## config.mk

```make
export PLATFORM = sky130hd
export DESIGN_NAME = rn_rename
export DESIGN_NICKNAME = d
export VERILOG_FILES = /design/src/rtl/rn_pkg.sv /design/src/rtl/rn_map_table.sv /design/src/rtl/rn_rob_tags.sv /design/src/rtl/rn_rename.sv
export SDC_FILE = /design/constraint.sdc
export NUM_CORES = 1
export LEC_CHECK = 0
export BUFFER_PORTS_ARGS = -buffer_cell sky130_fd_sc_hd__buf_2
export CORE_MARGIN = 2
export CORE_UTILIZATION = 55
export CTS_CLUSTER_SIZE = 30
export DETAILED_ROUTE_END_ITERATION = 16
export PLACE_DENSITY = 0.71
export RECOVER_POWER = 50
export SYNTH_ARGS = -nofsm -noshare
export SYNTH_HDL_FRONTEND = slang
export SYNTH_SLANG_ARGS = --single-unit
```

## constraint.sdc

```tcl
create_clock -name clk -period 3.2 [get_ports clk]
set_input_delay 0.16 -clock clk [delete_from_list [all_inputs] [get_ports clk]]
set_output_delay 0.16 -clock clk [all_outputs]
set_load 0.1 [all_outputs]
```

## src/rtl/rn_pkg.sv

```systemverilog
package rn_pkg;

    typedef enum logic {
        OUT_EMPTY = 1'b0,
        OUT_HELD  = 1'b1
    } rn_out_state_e;

endpackage

```

## src/rtl/rn_map_table.sv

```systemverilog
module rn_map_table #(
    parameter int NREG = 32,
    parameter int TW   = 4,
    localparam int AW  = $clog2(NREG)
) (
    input  logic          clk,
    input  logic          rst_n,
    input  logic [AW-1:0] rd_a_idx,
    output logic          rd_a_vld,
    output logic [TW-1:0] rd_a_tag,
    input  logic [AW-1:0] rd_b_idx,
    output logic          rd_b_vld,
    output logic [TW-1:0] rd_b_tag,
    input  logic          wr_en,
    input  logic [AW-1:0] wr_idx,
    input  logic [TW-1:0] wr_tag,
    input  logic          clr_en,
    input  logic [AW-1:0] clr_idx,
    input  logic [TW-1:0] clr_tag
);

    logic [NREG-1:0] ent_vld;
    logic [TW-1:0]   ent_tag [NREG];

    for (genvar g = 0; g < NREG; g++) begin : g_ent
        always_ff @(posedge clk) begin
            if (!rst_n) begin
                ent_vld[g] <= 1'b0;
                ent_tag[g] <= '0;
            end else if (wr_en && wr_idx == AW'(g)) begin
                ent_vld[g] <= 1'b1;
                ent_tag[g] <= wr_tag;
            end else if (clr_en && clr_idx == AW'(g) && ent_tag[g] == clr_tag) begin
                ent_vld[g] <= 1'b0;
            end
        end
    end

    assign rd_a_vld = ent_vld[rd_a_idx];
    assign rd_a_tag = ent_tag[rd_a_idx];
    assign rd_b_vld = ent_vld[rd_b_idx];
    assign rd_b_tag = ent_tag[rd_b_idx];

endmodule

```

## src/rtl/rn_rob_tags.sv

```systemverilog
module rn_rob_tags #(
    parameter int DEPTH = 16,
    parameter int AW    = 5,
    localparam int TW   = $clog2(DEPTH)
) (
    input  logic             clk,
    input  logic             rst_n,
    input  logic             alloc_en,
    input  logic             alloc_has_dst,
    input  logic [AW-1:0]    alloc_dst,
    output logic [TW-1:0]    tail_tag,
    output logic             full,
    input  logic             cmpl_valid,
    input  logic [TW-1:0]    cmpl_tag,
    input  logic             ret_req,
    output logic             ret_fire,
    output logic [TW-1:0]    head_tag,
    output logic             head_has_dst,
    output logic [AW-1:0]    head_dst,
    output logic [DEPTH-1:0] done_vec
);

    logic [TW:0]     count;
    logic [TW-1:0]   head_q;
    logic [TW-1:0]   tail_q;
    logic [DEPTH-1:0] slot_has_dst;
    logic [AW-1:0]   slot_dst [DEPTH];

    assign full     = (count == (TW+1)'(DEPTH));
    assign ret_fire = ret_req && (count != '0) && done_vec[head_q];

    always_ff @(posedge clk) begin
        if (!rst_n) begin
            count  <= '0;
            head_q <= '0;
            tail_q <= '0;
        end else begin
            if (alloc_en) tail_q <= tail_q + 1'b1;
            if (ret_fire) head_q <= head_q + 1'b1;
            case ({alloc_en, ret_fire})
                2'b10:   count <= count + 1'b1;
                2'b01:   count <= count - 1'b1;
                default: count <= count;
            endcase
        end
    end

    for (genvar g = 0; g < DEPTH; g++) begin : g_slot
        always_ff @(posedge clk) begin
            if (!rst_n) begin
                done_vec[g]     <= 1'b0;
                slot_has_dst[g] <= 1'b0;
                slot_dst[g]     <= '0;
            end else if (alloc_en && tail_q == TW'(g)) begin
                done_vec[g]     <= 1'b0;
                slot_has_dst[g] <= alloc_has_dst;
                slot_dst[g]     <= alloc_dst;
            end else if (cmpl_valid && cmpl_tag == TW'(g)) begin
                done_vec[g]     <= 1'b1;
            end
        end
    end

    assign tail_tag     = tail_q;
    assign head_tag     = head_q;
    assign head_has_dst = slot_has_dst[head_q];
    assign head_dst     = slot_dst[head_q];

endmodule

```

## src/rtl/rn_rename.sv

```systemverilog
module rn_rename
    import rn_pkg::*;
#(
    parameter int ARCH_REGS = 32,
    parameter int ROB_DEPTH = 16,
    localparam int AW = $clog2(ARCH_REGS),
    localparam int TW = $clog2(ROB_DEPTH)
) (
    input  logic          clk,
    input  logic          rst_n,
    input  logic          in_valid,
    output logic          in_ready,
    input  logic          in_has_dst,
    input  logic [AW-1:0] in_dst,
    input  logic [AW-1:0] in_src_a,
    input  logic [AW-1:0] in_src_b,
    output logic          out_valid,
    input  logic          out_ready,
    output logic [TW-1:0] out_tag,
    output logic          out_has_dst,
    output logic [AW-1:0] out_dst,
    output logic          out_a_renamed,
    output logic [TW-1:0] out_a_tag,
    output logic          out_a_ready,
    output logic          out_b_renamed,
    output logic [TW-1:0] out_b_tag,
    output logic          out_b_ready,
    input  logic          cmpl_valid,
    input  logic [TW-1:0] cmpl_tag,
    input  logic          ret_valid
);

    rn_out_state_e state_q, state_d;

    logic                 rob_full;
    logic [TW-1:0]        alloc_tag;
    logic                 ret_fire;
    logic [TW-1:0]        head_tag;
    logic                 head_has_dst;
    logic [AW-1:0]        head_dst;
    logic [ROB_DEPTH-1:0] done_vec;
    logic                 map_a_vld, map_b_vld;
    logic [TW-1:0]        map_a_tag, map_b_tag;
    logic                 in_fire;
    logic                 a_ready_now, b_ready_now;

    assign in_ready = !rob_full && (state_q == OUT_EMPTY || out_ready);
    assign in_fire  = in_valid && in_ready;

    rn_map_table #(.NREG(ARCH_REGS), .TW(TW)) u_map (
        .clk      (clk),
        .rst_n    (rst_n),
        .rd_a_idx (in_src_a),
        .rd_a_vld (map_a_vld),
        .rd_a_tag (map_a_tag),
        .rd_b_idx (in_src_b),
        .rd_b_vld (map_b_vld),
        .rd_b_tag (map_b_tag),
        .wr_en    (in_fire && in_has_dst),
        .wr_idx   (in_dst),
        .wr_tag   (alloc_tag),
        .clr_en   (ret_fire && head_has_dst),
        .clr_idx  (head_dst),
        .clr_tag  (head_tag)
    );

    rn_rob_tags #(.DEPTH(ROB_DEPTH), .AW(AW)) u_rob (
        .clk          (clk),
        .rst_n        (rst_n),
        .alloc_en     (in_fire),
        .alloc_has_dst(in_has_dst),
        .alloc_dst    (in_dst),
        .tail_tag     (alloc_tag),
        .full         (rob_full),
        .cmpl_valid   (cmpl_valid),
        .cmpl_tag     (cmpl_tag),
        .ret_req      (ret_valid),
        .ret_fire     (ret_fire),
        .head_tag     (head_tag),
        .head_has_dst (head_has_dst),
        .head_dst     (head_dst),
        .done_vec     (done_vec)
    );

    // A source is available if it is architectural, already completed,
    // or completing in this very cycle.
    assign a_ready_now = !map_a_vld || done_vec[map_a_tag]
                         || (cmpl_valid && cmpl_tag == map_a_tag);
    assign b_ready_now = !map_b_vld || done_vec[map_b_tag]
                         || (cmpl_valid && cmpl_tag == map_b_tag);

    always_comb begin
        state_d = state_q;
        unique case (state_q)
            OUT_EMPTY: if (in_fire) state_d = OUT_HELD;
            OUT_HELD: begin
                if (in_fire)        state_d = OUT_HELD;
                else if (out_ready) state_d = OUT_EMPTY;
            end
        endcase
    end

    always_ff @(posedge clk) begin
        if (!rst_n) state_q <= OUT_EMPTY;
        else        state_q <= state_d;
    end

    always_ff @(posedge clk) begin
        if (!rst_n) begin
            out_tag       <= '0;
            out_has_dst   <= 1'b0;
            out_dst       <= '0;
            out_a_renamed <= 1'b0;
            out_a_tag     <= '0;
            out_a_ready   <= 1'b0;
            out_b_renamed <= 1'b0;
            out_b_tag     <= '0;
            out_b_ready   <= 1'b0;
        end else if (in_fire) begin
            out_tag       <= alloc_tag;
            out_has_dst   <= in_has_dst;
            out_dst       <= in_dst;
            out_a_renamed <= map_a_vld;
            out_a_tag     <= map_a_tag;
            out_a_ready   <= a_ready_now;
            out_b_renamed <= map_b_vld;
            out_b_tag     <= map_b_tag;
            out_b_ready   <= b_ready_now;
        end else if (state_q == OUT_HELD && cmpl_valid) begin
            if (out_a_renamed && cmpl_tag == out_a_tag) out_a_ready <= 1'b1;
            if (out_b_renamed && cmpl_tag == out_b_tag) out_b_ready <= 1'b1;
        end
    end

    assign out_valid = (state_q == OUT_HELD);

endmodule

```

==> run_results.csv <==
group,metric,value,unit
outcome,outcome,"finished clean",
cts,cts_tree,"built",
global_route,grt_first_pass_wirelength,82100,um
synth,ys_types,57,
worst_setup_path,critPathKind,"reg -> reg",
pwr,ir_worst_vdd,0.000534,V
global_route,grt_max_degree,49,
synth,syn_nets,1619,
hold_path,hold_start,"cmpl_valid",
timing,min_period_over_period,0.967,
synth,synth_edf_count,208,
worst_setup_path,path_max_fanout,8,
timing,rsz0062_at_grt,"no",
synth,synth_top_area_frac,0.354,
cts,clk_latency,0.54,ns
cts,clk_pin_slew,0.06,ns
synth,yosys.area.top_type,"edfxtp_1",
cts,cts.sinks,312,
worst_setup_path,rrSetupSlack,0.11,ns
layout,nets,1653,
route,first_pass_iters,6,
placement,dpl.hpwl,38200,um
hold_path,holdPathEnd,"out_b_ready",
worst_setup_path,required,3.61,ns
synth,synthMostInstantiatedCell,"edfxtp_1",
cts,htreeDepth,2,
layout,area_delta_synth_final,11.4,%
timing,slew_headroom,0.179,
worst_setup_path,r2r_end,"u_rob.count[4]",
route,dr_total_vias,13600,
synth,yosysWarnings,0,
synth,synth_area_leaders,"edfxtp_1, dfxtp_1, mux4_2, xnor2_1, mux2i_1",
route,avgViaCountPerCell,6.63,
placement,portBuffers,49,
timing,fin_tns_setup,0,ns
timing,drv_slew,0,
worst_setup_path,reg2reg_depth,11,
global_route,antenna_found_initial,0,
die,die_h,183,um
timing,setup_violations,0,
cts,root_buffer,"clkbuf_16",
synth,synthTopCellsByCount,"edfxtp_1, nor2_1, nand2_1",
placement,globalplace.congestion,0.995,
global_route,grt_use_met1,0.410,
die,coreArea,0.0316,mm2
synth,synthFlopType,"edfxtp_1",
global_route,grt_overflow,0,
synth,ys_seq_area_frac,0.472,
die,dieArea,0.0335,mm2
layout,fillerInstances,2546,
pwr,power_leakage,0.00717,uW
timing,max_freq,323,MHz
worst_setup_path,critPathArrivalTime,3.51,ns
global_route,grt.busiest_layer,"met2",
timing,clock_skew,0.0107,ns
pwr,power_density,497,mW/mm2
die,rows,65,
die,io_pins,50,
synth,synth-seq-cells,312,
worst_setup_path,cp-start-kind,"flip-flop",
global_route,grt_pass1_vias,13600,
die,start_util,0.559,
synth,syn_area_per_cell,11.1,um2
global_route,grtUsageMet2,0.545,
worst_setup_path,crit_path_start,"u_rob.head_tag[0]",
synth,synth_cells,1585,
route,drtAntennaViolNets,0,
global_route,grt_usage,0.330,
route,wl_per_cell,26.6,um
timing,finalHoldViolCount,0,
hold_path,hold_path.class,"in -> reg",
cts,cts_max_path_buffers,3,
layout,final_layout_size_suffix_gt1_frac,0.151,
cts,cts_buffers,36,
hold_path,worstHoldPathCells,3,
route,drtIter0Drc,1481,
worst_setup_path,end_kind,"flip-flop",
route,routed_wl,54500,um
layout,stdcell_count,2048,
worst_setup_path,r2r-start,"u_rob.head_tag[0]",
global_route,grtUsageMet3,0.0800,
route,drc,0,
timing,worstMarginPinSlew,1.24,ns
synth,syn-cell-area,0.0176,mm2
timing,min_period,3.09,ns
flow_run,max-cap-violations,0,
synth,async_flop_share,0,
layout,antennaDiodeCount,0,
placement,place_inst,1982,
die,die_w,183,um
kinds of logic (layout without fill, tap and decap cells):
kind of cell | count (synthesis) | after routing | share of synthesized area
adders and majority gates | 8 | 8 | 0.00567
and+or+nand+nor | 587 | 587 | 0.167
buffers and inverters | 151 | 212 | 0.0369
AOI/OAI and AO/OA | 197 | 197 | 0.0710
muxes | 176 | 176 | 0.172
DFF | 312 | 312 | 0.472
xor gates and xnor gates | 154 | 154 | 0.0764
per-stage QoR:
stage / power (uW) / util / hold WS [ns] / instance area [um2] / setup slack, ns
2_1_floorplan: 5390 / - / 0.296 / 17700 / -0.261
3_3_place_gp: 5760 / 0.588 / 0.440 / 18500 / 0.127
3_5_place_dp: 5780 / 0.588 / 0.443 / 18500 / 0.0938
4_1_cts: 9800 / 0.625 / 0.0524 / 19700 / 0.0721
5_1_grt: 10000 / 0.623 / 0.0713 / 19700 / 0.00817
6_report: 9780 / 0.623 / 0.0808 / 19700 / 0.106
critical path: stages, from the launching register on:
cell,delay [ns]
dfxtp_4,0.40
mux4_2,0.50
mux4_2,0.49
o311a_1,0.18
ha_4,0.21
xor2_1,0.16
ha_2,0.21
nor2b_4,0.14
or3b_4,0.38
a21oi_2,0.14
xnor2_1,0.13
nor2_1,0.05
layer usage:
metal | up-vias | share of wire
li1 | 5880 | -
met1 | 6661 | 0.37
met2 | 838 | 0.47
met3 | 194 | 0.10
met4 | 0 | 0.052
met5 | - | 0
how the worst max path moves through the flow:
stage	depth (start not counted)	end
after global routing	11	u_rob.count[4]
after global placement	11	u_rob.count[4]
after CTS	11	u_rob.count[4]
after detailed placement	11	u_rob.count[4]
after floorplan	16	u_rob.count[4]
final	11	u_rob.count[4]
where the power goes:
part	switching [uW]	leakage, uW	internal, uW
sequential	130	0.00300	4430
clock	1690	0.000570	2380
combinational	770	0.00360	391
timing repair:
item | CTS | global route
hold buffers | 1 | 0
buffers inserted | 0 | 0
resized for setup | 0 | 2
hold endpoints to repair | 1 | 0
endpoints found under the setup margin | 0 | 1
cell type report:
cell class	count	area (um2)	share of cell area
Timing Repair Buffer	122	822	0.0418
Tap cell	402	503	0.0256
Clock inverter	17	178	0.00903
Sequential cell	312	8340	0.424
Clock buffer	48	997	0.0507
Inverter	25	93.8	0.00477
Multi-Input combinational cell	1122	8730	0.444
cells in the final DEF, fill, tap and decap left out, types with 10 or more instances in the layout:
master	count
o311ai_0	32
xnor2_1	139
a21oi_1	39
nand2_1	150
nor2_1	149
and2_1	25
edfxtp_1	208
and2_0	59
inv_1	25
clkbuf_1	41
dfxtp_1	99
mux4_2	76
nand3_1	20
nor2b_1	16
a31oi_1	10
a22oi_1	12
xor2_1	15
mux4_1	19
and3_1	66
nand4_1	40
o21ai_0	70
mux2i_1	76
buf_2	24
buf_4	57
clkbuf_16	37
nand2b_1	13
a211oi_1	10
registers in the layout, summed over array words and instances, names as in the netlist, 5 cells and up, named ones only:
signal and count:
u_map.ent_vld 32, u_map.ent_tag 128, u_rob.slot_dst 80, u_rob.slot_has_dst 16
u_rob.count 5, u_rob.done_vec 16, out_dst 5
No activity file was read; power rests on OpenSTA's default activity.
